==> src/rtl/dma_req_arbiter.sv <==
module dma_req_arbiter #(
  parameter int PORT_W = 32,
  parameter int NCH    = 24,
  parameter int IDX_W  = $clog2(PORT_W)
) (
  input  logic              clk,
  input  logic              rst_n,
  input  logic              master_en,
  input  logic              eng_busy,
  input  logic [PORT_W-1:0] sreq,
  input  logic [PORT_W-1:0] breq,
  input  logic [PORT_W-1:0] sw_req,
  input  logic [PORT_W-1:0] ch_en,
  input  logic [PORT_W-1:0] ch_mask,
  input  logic [PORT_W-1:0] ch_burst_only,
  input  logic [PORT_W-1:0] ch_high,
  input  logic [PORT_W-1:0] ch_wait,
  output logic              gnt_valid,
  output logic [IDX_W-1:0]  gnt_idx,
  output logic              gnt_burst,
  output logic              gnt_hold,
  output logic [PORT_W-1:0] ch_active
);

  localparam logic [PORT_W-1:0] IMPL = {PORT_W{1'b1}} >> (PORT_W - NCH);

  logic [PORT_W-1:0] sw_pend, periph, cand, hi_cand, pick, sel_oh;
  logic [IDX_W-1:0]  sel_idx;
  logic              found, issue, sel_burst;

  assign periph  = ~ch_mask & (breq | (sreq & ~ch_burst_only));
  assign cand    = IMPL & ch_en & ~ch_active & (sw_pend | periph) & {PORT_W{master_en}};
  assign hi_cand = cand & ch_high;
  assign pick    = (|hi_cand) ? hi_cand : cand;
  assign found   = |pick;

  always_comb begin
    sel_idx = '0;
    for (int i = PORT_W - 1; i >= 0; i--)
      if (pick[i]) sel_idx = IDX_W'(i);
  end

  assign sel_oh    = PORT_W'(1) << sel_idx;
  assign issue     = found & ~eng_busy & ~gnt_valid;
  assign sel_burst = sw_pend[sel_idx] | (~ch_mask[sel_idx] & breq[sel_idx]);

  always_ff @(posedge clk or negedge rst_n) begin
    if (!rst_n) begin
      gnt_valid <= 1'b0;
      gnt_idx   <= '0;
      gnt_burst <= 1'b0;
      gnt_hold  <= 1'b0;
      sw_pend   <= '0;
      ch_active <= '0;
    end else begin
      gnt_valid <= issue;
      if (issue) begin
        gnt_idx   <= sel_idx;
        gnt_burst <= sel_burst;
        gnt_hold  <= ch_wait[sel_idx];
      end
      sw_pend   <= (sw_pend & ~(issue ? sel_oh : '0)) | (sw_req & IMPL);
      ch_active <= (ch_active & (sreq | breq))
                 | ((issue && ch_wait[sel_idx]) ? sel_oh : '0);
    end
  end

endmodule

==> config.mk <==
export PLATFORM = sky130hd
export DESIGN_NAME = dma_req_arbiter
export DESIGN_NICKNAME = d
export VERILOG_FILES = /design/src/rtl/dma_req_arbiter.sv
export SDC_FILE = /design/constraint.sdc
export NUM_CORES = 1
export LEC_CHECK = 0
export CORE_ASPECT_RATIO = 0.7
export CORE_MARGIN = 2
export CORE_UTILIZATION = 42
export DETAILED_ROUTE_END_ITERATION = 8
export GPL_TIMING_DRIVEN = 0
export PLACE_DENSITY = 0.88
export REMOVE_ABC_BUFFERS = 1
export SLEW_MARGIN = 40
export SYNTH_ARGS = -nofsm -noshare
export SYNTH_HDL_FRONTEND = slang
export SYNTH_SLANG_ARGS = --single-unit
==> constraint.sdc <==
create_clock -name clk -period 11.56 [get_ports clk]
set_clock_uncertainty 0.15 [all_clocks]
set_input_delay 1.156 -clock clk [delete_from_list [all_inputs] [get_ports clk]]
set_output_delay 1.156 -clock clk [all_outputs]
set_load 0.05 [all_outputs]
==> impl_metrics.toml, run 1 <==
[outcome]
status = "completed"

[grt]
grt_pass1_vias = 6057
grt_max_degree = 36
gr-total-overflow = 0
grt_pass1_wl_mm = 32.8
antenna_found_initial = 1
grt_use_total_pct = 32.4

[routing]
antenna_left = 0
vias = 6081
via_per_inst = 6.00
firstDrtPassIters = 5
drc = 0
drt-wirelength-per-cell_um = 21.0
drt-initial-drc-count = 575
routed_wl_mm = 21.3

[critical_path]
critPathKind = "primary input to register"
required_ns = 11.62
r2r_slack_ns = 5.94
cp-end-kind = "register"
regToRegEndpoint = "gnt_burst"
cp-start-kind = "primary input"
worst-endpoint-arrival_ns = 6.64
r2r-start = "sw_pend[1]"
crit_fanout = 35
r2r_cells = 14

[clock_network]
clkLatencyLatePin_ns = 0.34
post-cts-setup-buffers = 0
root_buffer = "clkbuf_16"
post_cts_resized = 0
cts_tree = "done"
clock_path_buffers = 2
htreeDepth = 3
path_clk_slew_ns = 0.07
ctsHoldBuffers = 0
cts_buffers = 9
cts.sink_count = 64

[logic_synthesis]
syn_area_um2 = 5150
synth.ff_latch_count = 64
ys_seq_area_share_pct = 31.1
synthArstFlopShare_pct = 100
yosys_warnings = 0
yosysUniqueCellTypes = 78
synth_ff_type = "dfrtp_1"
synth_edf_count = 0
synth_cells = 608
post_synth.cell_area_avg_um2 = 8.47

[hold_path]
hold_start = "sw_pend[2]"
whs_endpoint = "sw_pend[2]"
whs_path_depth = 1
min_path_type = "register to register"

[cells_and_area]
multi_input_area_um2 = 3340
fill_cells = 1004
regArea_um2 = 1600
syn_to_final_growth_pct = 56.6
final_cell_area_um2 = 8060
finalNetCount = 1111
final_common_cell = "clkdlybuf4s50_1"
drive_gt1_share_pct = 7.48
final_cell_mix = "249 x clkdlybuf4s50_1, 70 x o21ai_0, 68 x nand2_1"
num_antenna_cells = 0

[power]
p_leak_uw = 0.00308
ir_worst_vdd_v = 0.0000982
power_density_nw_per_um2 = 126

[place]
preCtsSetupSlack_ns = 4.81
dp_hpwl_mm = 16.5
placed_area_um2 = 7740
port_buffers = 251
gp_congestion = 0.955

[sta]
worstMarginPinSlew_ns = 0.871
rsz0062_at_grt = "false"
maxSlewViolCount = 0
fmax_mhz = 152
period_needed_ns = 6.58
setup_viol = 0
relSlewSlack_pct = 41.9
hold_violations = 0
post-route-period-util_pct = 56.9
setup_slack_ns = 4.98
tns_ns = 0

[floorplanning]
die_w_um = 136
dieArea_um2 = 13200
ios = 300
core-area_um2 = 11900
die_h_um = 96.6
row_count = 33
initial_core_util_pct = 43.5

[flow_run]
maxCapViolations = 0
[report_power, final]
group	internal [µW]	switching [µW]	leakage [µW]	total [µW]
clock network	191	112	0.000157	303
registers	241	12.6	0.000758	254
logic	179	276	0.00217	456
[synthesized netlist by cell type, types with 3 or more instances]
| cell type | n | area [µm²] |
|---|---|---|
| buf_2 | 3 | 15.0 |
| or2_1 | 3 | 18.8 |
| o31a_1 | 7 | 61.3 |
| inv_1 | 20 | 75.1 |
| or2_2 | 3 | 18.8 |
| nor3_1 | 20 | 100 |
| o31ai_2 | 4 | 50.1 |
| a21o_1 | 11 | 82.6 |
| nor2b_1 | 25 | 156 |
| a21oi_1 | 16 | 80.1 |
| a221oi_2 | 4 | 60.1 |
| a31oi_1 | 7 | 43.8 |
| o31ai_1 | 8 | 60.1 |
| nand2_1 | 69 | 259 |
| nor2_1 | 25 | 93.8 |
| nor3b_1 | 16 | 120 |
| nand3_1 | 18 | 90.1 |
| a22oi_1 | 3 | 22.5 |
| buf_6 | 8 | 90.1 |
| and3b_1 | 4 | 35.0 |
| nand2b_1 | 29 | 181 |
| or3_1 | 6 | 37.5 |
| clkbuf_1 | 7 | 26.3 |
| o21ai_0 | 70 | 350 |
| mux2_2 | 3 | 33.8 |
| or3b_1 | 3 | 26.3 |
| nand4_1 | 6 | 37.5 |
| o21bai_1 | 3 | 22.5 |
| a211oi_1 | 3 | 22.5 |
| dfrtp_1 | 64 | 1600 |
| o21ai_1 | 13 | 65.1 |
| o21a_1 | 14 | 105 |
| mux2i_1 | 8 | 80.1 |
| o2111ai_1 | 7 | 61.3 |
| nor4_2 | 3 | 37.5 |
| nor4_1 | 4 | 25.0 |
| o211ai_1 | 6 | 45.0 |
| and4b_1 | 7 | 70.1 |
| nand3b_1 | 4 | 30.0 |
| and2_1 | 10 | 62.6 |
| o221ai_1 | 14 | 123 |
[per-layer routing]
metal	up-vias	GRT usage, %	routed length, µm
met1	2908	45.6	9450
li1	2808	-	-
met3	25	9.22	2290
met4	2	8.01	293
met2	338	48.9	9280
met5	-	0	13
[worst max path at each step]
stage,from,endpoint,slack (ns),cells after the start
floorplan,sreq[3],gnt_burst,6.15,14
global placement,master_en,gnt_burst,3.53,16
detailed placement,ch_mask[1],gnt_burst,4.81,16
CTS,ch_mask[1],gnt_burst,5.12,16
global route,breq[13],gnt_burst,4.75,16
finish,master_en,gnt_burst,4.98,15
[registers in the layout (all words and copies together), names as in the netlist]
signal	count
ch_active	32
gnt_valid	1
gnt_hold	1
sw_pend	24
gnt_burst	1
gnt_idx	5
[critical path, stage by stage]
cell and delay (ns):
buf_2 0.58, nand2_1 0.18, a2111oi_2 0.75, nor4_2 0.17, nand2_1 0.28, o31a_1 0.30
o211ai_1 0.17, a2111oi_2 0.59, o21a_2 0.74, o31a_4 0.49, nand2b_1 0.16, o211a_1 0.14
a2bb2oi_1 0.37, nor4_1 0.13, or3_1 0.40
[logic make-up after synthesis]
family / after synthesis / synth area share [%]
buf+inv: 40 / 4.45
mux: 11 / 2.21
flops: 64 / 31.1
simple gates: 267 / 29.3
compound gates: 226 / 33.0
[area by class of cell]
cell class              count  share of cell area, %
multi-input cells         504                   41.4
repair buffers            252                   31.3
flip-flops and latches     64                   19.9
clock buffers               9                   2.79
well taps                 157                   2.44
clock inverters             7                   1.27
inverters                  20                  0.931
[through the flow]
step	hold slack, ns	power (µW)	std cells	util, %
after floorplan	0.299	499	588	-
after global placement	0.310	696	996	65.0
after detailed placement	0.317	702	997	65.3
after CTS	0.331	1010	1013	68.0
after global routing	0.359	1050	1013	68.0
final	0.328	1010	1013	68.0
(Power assumes the default switching activity.)
==> run 2, diff against run 1 <==
Settings changed: CORE_UTILIZATION 42 to 39, PLACE_DENSITY 0.88 to 0.82.
Clock period 11.56 ns to 6.2 ns, I/O delays scaled along.
==> impl_metrics.toml, run 2 (synthesis gave the netlist of run 1 again) <==
[clock_network]
cts_tree = "done"
clock_path_buffers = 2
root_buffer = "clkbuf_16"
htreeDepth = 3
ctsHoldBuffers = 0
cts.sink_count = 64
cts_buffers = 9
path_clk_slew_ns = 0.06
post-cts-setup-buffers = 0
clkLatencyLatePin_ns = 0.34

[outcome]
status = "finished with violations"
violations = "hold timing"

[routing]
vias = 6118
firstDrtPassIters = 5
via_per_inst = 5.97
routed_wl_mm = 22.1
drt-initial-drc-count = 460
antenna_left = 0
drt-wirelength-per-cell_um = 21.6
drc = 0

[sta]
maxSlewViolCount = 0
tns_ns = 0
relSlewSlack_pct = 49.2
hold_violations = 1
worstMarginPinSlew_ns = 0.759
setup_viol = 0
hold_ws_ns = -0.000771
post-route-period-util_pct = 96.4
period_needed_ns = 5.97
fmax_mhz = 167

[grt]
antenna_found_initial = 0
grt_pass1_vias = 5954
grt_use_total_pct = 30.7
gr-total-overflow = 0
grt_max_degree = 37
grt_pass1_wl_mm = 33.3

[place]
gp_congestion = 0.904
dp_hpwl_mm = 17.0
placed_area_um2 = 7750
port_buffers = 251

[power]
power_density_nw_per_um2 = 241
power_uw = 1960
p_leak_uw = 0.00311
ir_worst_vdd_v = 0.000138

[cells_and_area]
final_common_cell = "clkdlybuf4s50_1"
drive_gt1_share_pct = 7.81
top_regs = "ch_active (32), sw_pend (24), gnt_idx (5)"
regMostFlops = "ch_active"
num_antenna_cells = 0
final_cell_area_um2 = 8130
syn_to_final_growth_pct = 57.9
finalNetCount = 1113
largest_register_ffs = 32
utilization_pct = 62.5
final_cell_mix = "249 x clkdlybuf4s50_1, 70 x o21ai_0, 68 x nand2_1"

[critical_path]
crit_fanout = 19
cp-end-kind = "register"
cp-start-kind = "primary input"
worst-endpoint-arrival_ns = 6.04
r2r_slack_ns = 0.69
required_ns = 6.27
r2r-start = "sw_pend[13]"
critPathKind = "primary input to register"
regToRegEndpoint = "gnt_burst"
r2r_cells = 14

[hold_path]
min_path_type = "primary input to async pin"

[floorplanning]
row_count = 35
ios = 300
die_h_um = 100
core-area_um2 = 13000
initial_core_util_pct = 39.6
die_w_um = 141
dieArea_um2 = 14200

[flow_run]
maxCapViolations = 0
run 2: timing repair:
| action | 4_1_cts | 5_1_grt |
|---|---|---|
| endpoints found under the setup margin | 0 | 8 |
| resized for setup | 0 | 3 |
| endpoints found under the hold margin | 0 | 0 |
run 2: layout make-up:
cell class                 count  area (µm²)
multi-input combinational    505        3360
fill                        1183        4870
clock inverter                 7         125
inverter                      20        75.1
timing repair buffer         253        2540
tap                          166         208
clock buffer                   9         225
sequential                    64        1600
run 2: how the worst max path moves through the flow:
stage | to | from | cells past startpoint
4_1_cts | gnt_burst | breq[13] | 16
6_report | gnt_burst | breq[13] | 16
2_1_floorplan | gnt_burst | sreq[3] | 14
5_1_grt | gnt_burst | breq[13] | 16
3_3_place_gp | gnt_hold | master_en | 16
3_5_place_dp | gnt_burst | breq[13] | 16
run 2: stage by stage:
step / worst slack, ns / hold slack [ns] / instances
4_1_cts: 0.134 / 0.00872 / 1022
3_5_place_dp: -0.211 / 0.317 / 1006
6_report: 0.226 / -0.000771 / 1024
2_1_floorplan: 1.33 / 0.174 / 588
3_3_place_gp: -1.35 / 0.310 / 1005
5_1_grt: -0.000257 / 0.0173 / 1024
run 2: routing by layer:
layer / up-vias / wire length [µm] / GRT usage [%]
met4: 0 / 229 / 5.54
met1: 2934 / 10000 / 44.4
met2: 359 / 9610 / 46.9
met5: - / 0 / 0
li1: 2810 / - / -
met3: 15 / 2250 / 8.11
run 2: power by group:
part | switching (µW) | internal, µW
Clock | 213 | 398
Combinational | 535 | 339
Sequential | 23.5 | 450
Total | 772 | 1190
run 2: critical path, cell delays in order:
cell	delay (ns)
clkdlybuf4s50_1	0.50
nor2b_1	0.20
o31ai_2	0.40
o2111ai_2	0.27
a2111oi_4	0.59
and4_4	0.40
a21oi_4	0.07
o21ai_0	0.31
o21ai_1	0.22
o21ai_4	0.64
o22ai_2	0.19
and2_1	0.42
a221o_1	0.45
a211oi_2	0.24
nor4_1	0.13
or3_1	0.38
==> run 3, diff against run 2 <==
Settings changed: CORE_UTILIZATION 39 to 34, PLACE_DENSITY 0.82 to 0.73.
==> impl_metrics.toml, run 3 (synthesis gave the netlist of run 1 again) <==
[outcome]
status = "completed"

[clock_network]
clkLatencyLatePin_ns = 0.34
cts_buffers = 9
clock_path_buffers = 2
post-cts-setup-buffers = 0
cts.sink_count = 64
htreeDepth = 3
path_clk_slew_ns = 0.06
cts_tree = "done"
root_buffer = "clkbuf_16"

[sta]
worstMarginPinSlew_ns = 0.854
tns_ns = 0
rsz0062_at_grt = "false"
relSlewSlack_pct = 43.1
setup_viol = 0
fmax_mhz = 169
period_needed_ns = 5.93
hold_violations = 0
maxSlewViolCount = 0
post-route-period-util_pct = 95.7
hold_ws_ns = 0.330

[routing]
via_per_inst = 5.75
routed_wl_mm = 22.3
firstDrtPassIters = 7
drt-wirelength-per-cell_um = 21.2
vias = 6050
drt-initial-drc-count = 425
antenna_left = 0
drc = 0

[grt]
grt_max_degree = 39
gr-total-overflow = 0
grt_pass1_wl_mm = 33.2
grt_use_total_pct = 27.1
grt.met3_usage_pct = 6.21
top_usage_layer = "met2"
grt_pass1_vias = 5826
grt_use_met2_pct = 40.7
antenna_found_initial = 0
met1_usage_pct = 40.2

[critical_path]
critPathKind = "primary input to register"
cp-start-kind = "primary input"
cp-end-kind = "register"
required_ns = 6.26
crit_fanout = 24
r2r_slack_ns = 0.73
regToRegEndpoint = "gnt_burst"
r2r_cells = 14
worst-endpoint-arrival_ns = 5.99
r2r-start = "sw_pend[12]"

[floorplanning]
die_w_um = 151
ios = 300
core-area_um2 = 14800
initial_core_util_pct = 34.9
dieArea_um2 = 16200
die_h_um = 107
row_count = 37

[power]
ir_worst_vdd_v = 0.000139
p_leak_uw = 0.00310
power_density_nw_per_um2 = 233
power_uw = 1900

[place]
placed_area_um2 = 7820
gp_congestion = 0.932
dp_hpwl_mm = 17.4
port_buffers = 251

[cells_and_area]
num_antenna_cells = 0
drive_gt1_share_pct = 7.69
largest_register_ffs = 32
final_cell_area_um2 = 8160
syn_to_final_growth_pct = 58.5
fill_cells = 1377
multi_input_area_um2 = 3350
utilization_pct = 55.3
final_common_cell = "clkdlybuf4s50_1"
top_regs = "ch_active (32), sw_pend (24), gnt_idx (5)"
regMostFlops = "ch_active"
final_cell_mix = "249 x clkdlybuf4s50_1, 70 x o21ai_0, 68 x nand2_1"
finalNetCount = 1113
regArea_um2 = 1600

[hold_path]
whs_path_depth = 2
hold_start = "gnt_idx[2]"
whs_endpoint = "gnt_idx[2]"
min_path_type = "register to register"

[flow_run]
maxCapViolations = 0
[run 3: metrics by stage]
step	std cells	setup WS, ns
final	1053	0.267
after floorplan	588	1.33
after global placement	1034	-1.41
after detailed placement	1036	-0.109
after CTS	1053	0.233
after global routing	1053	0.00701
[run 3: area by class of cell]
cell class,instances,share of cell area [%]
multi-input combinational,504,41.0
timing repair buffer,254,31.4
sequential,64,19.6
tap,195,2.99
clock buffer,9,2.76
clock inverter,7,1.26
inverter,20,0.920
[run 3: routing by layer]
metal	part of all wire, %	wire (µm)	vias up
li1	-	-	2810
met1	47	10500	2890
met2	43	9490	326
met3	9.4	2090	24
met4	0.96	215	0
met5	0	0	-
[run 3: timing repair]
item	CTS	global route
gates resized for setup	0	2
setup endpoints to repair	0	2
hold endpoints to repair	1	0
hold buffers	1	0
[run 3: worst max-delay path, stage by stage]
cell and delay [ns]:
clkdlybuf4s50_1 0.54, nor3b_1 0.09, o311ai_2 0.58, o2111ai_1 0.23
or4_4 0.50, nor4_2 0.28, or2_1 0.14, o211ai_1 0.12
a2111oi_2 0.64, o21ai_4 0.33, o22ai_2 0.21, nand2_2 0.42
o221a_2 0.48, a221oi_2 0.29, nor4_1 0.13, or3_1 0.38
[run 3: worst max path at each step]
stage	startpoint	to	slack, ns	cells past startpoint
detailed placement	ch_mask[1]	gnt_burst	-0.11	16
CTS	ch_mask[1]	gnt_burst	0.23	16
global placement	master_en	gnt_hold	-1.41	16
finish	ch_mask[1]	gnt_burst	0.27	16
global route	ch_mask[13]	gnt_burst	0.007	16
floorplan	sreq[3]	gnt_burst	1.33	14
[run 3: where the power goes]
part	internal [µW]	leakage, µW	switching, µW
Clock	356	0.000157	213
Combinational	338	0.00219	523
Sequential	449	0.000758	22.3
Total	1140	0.00310	758
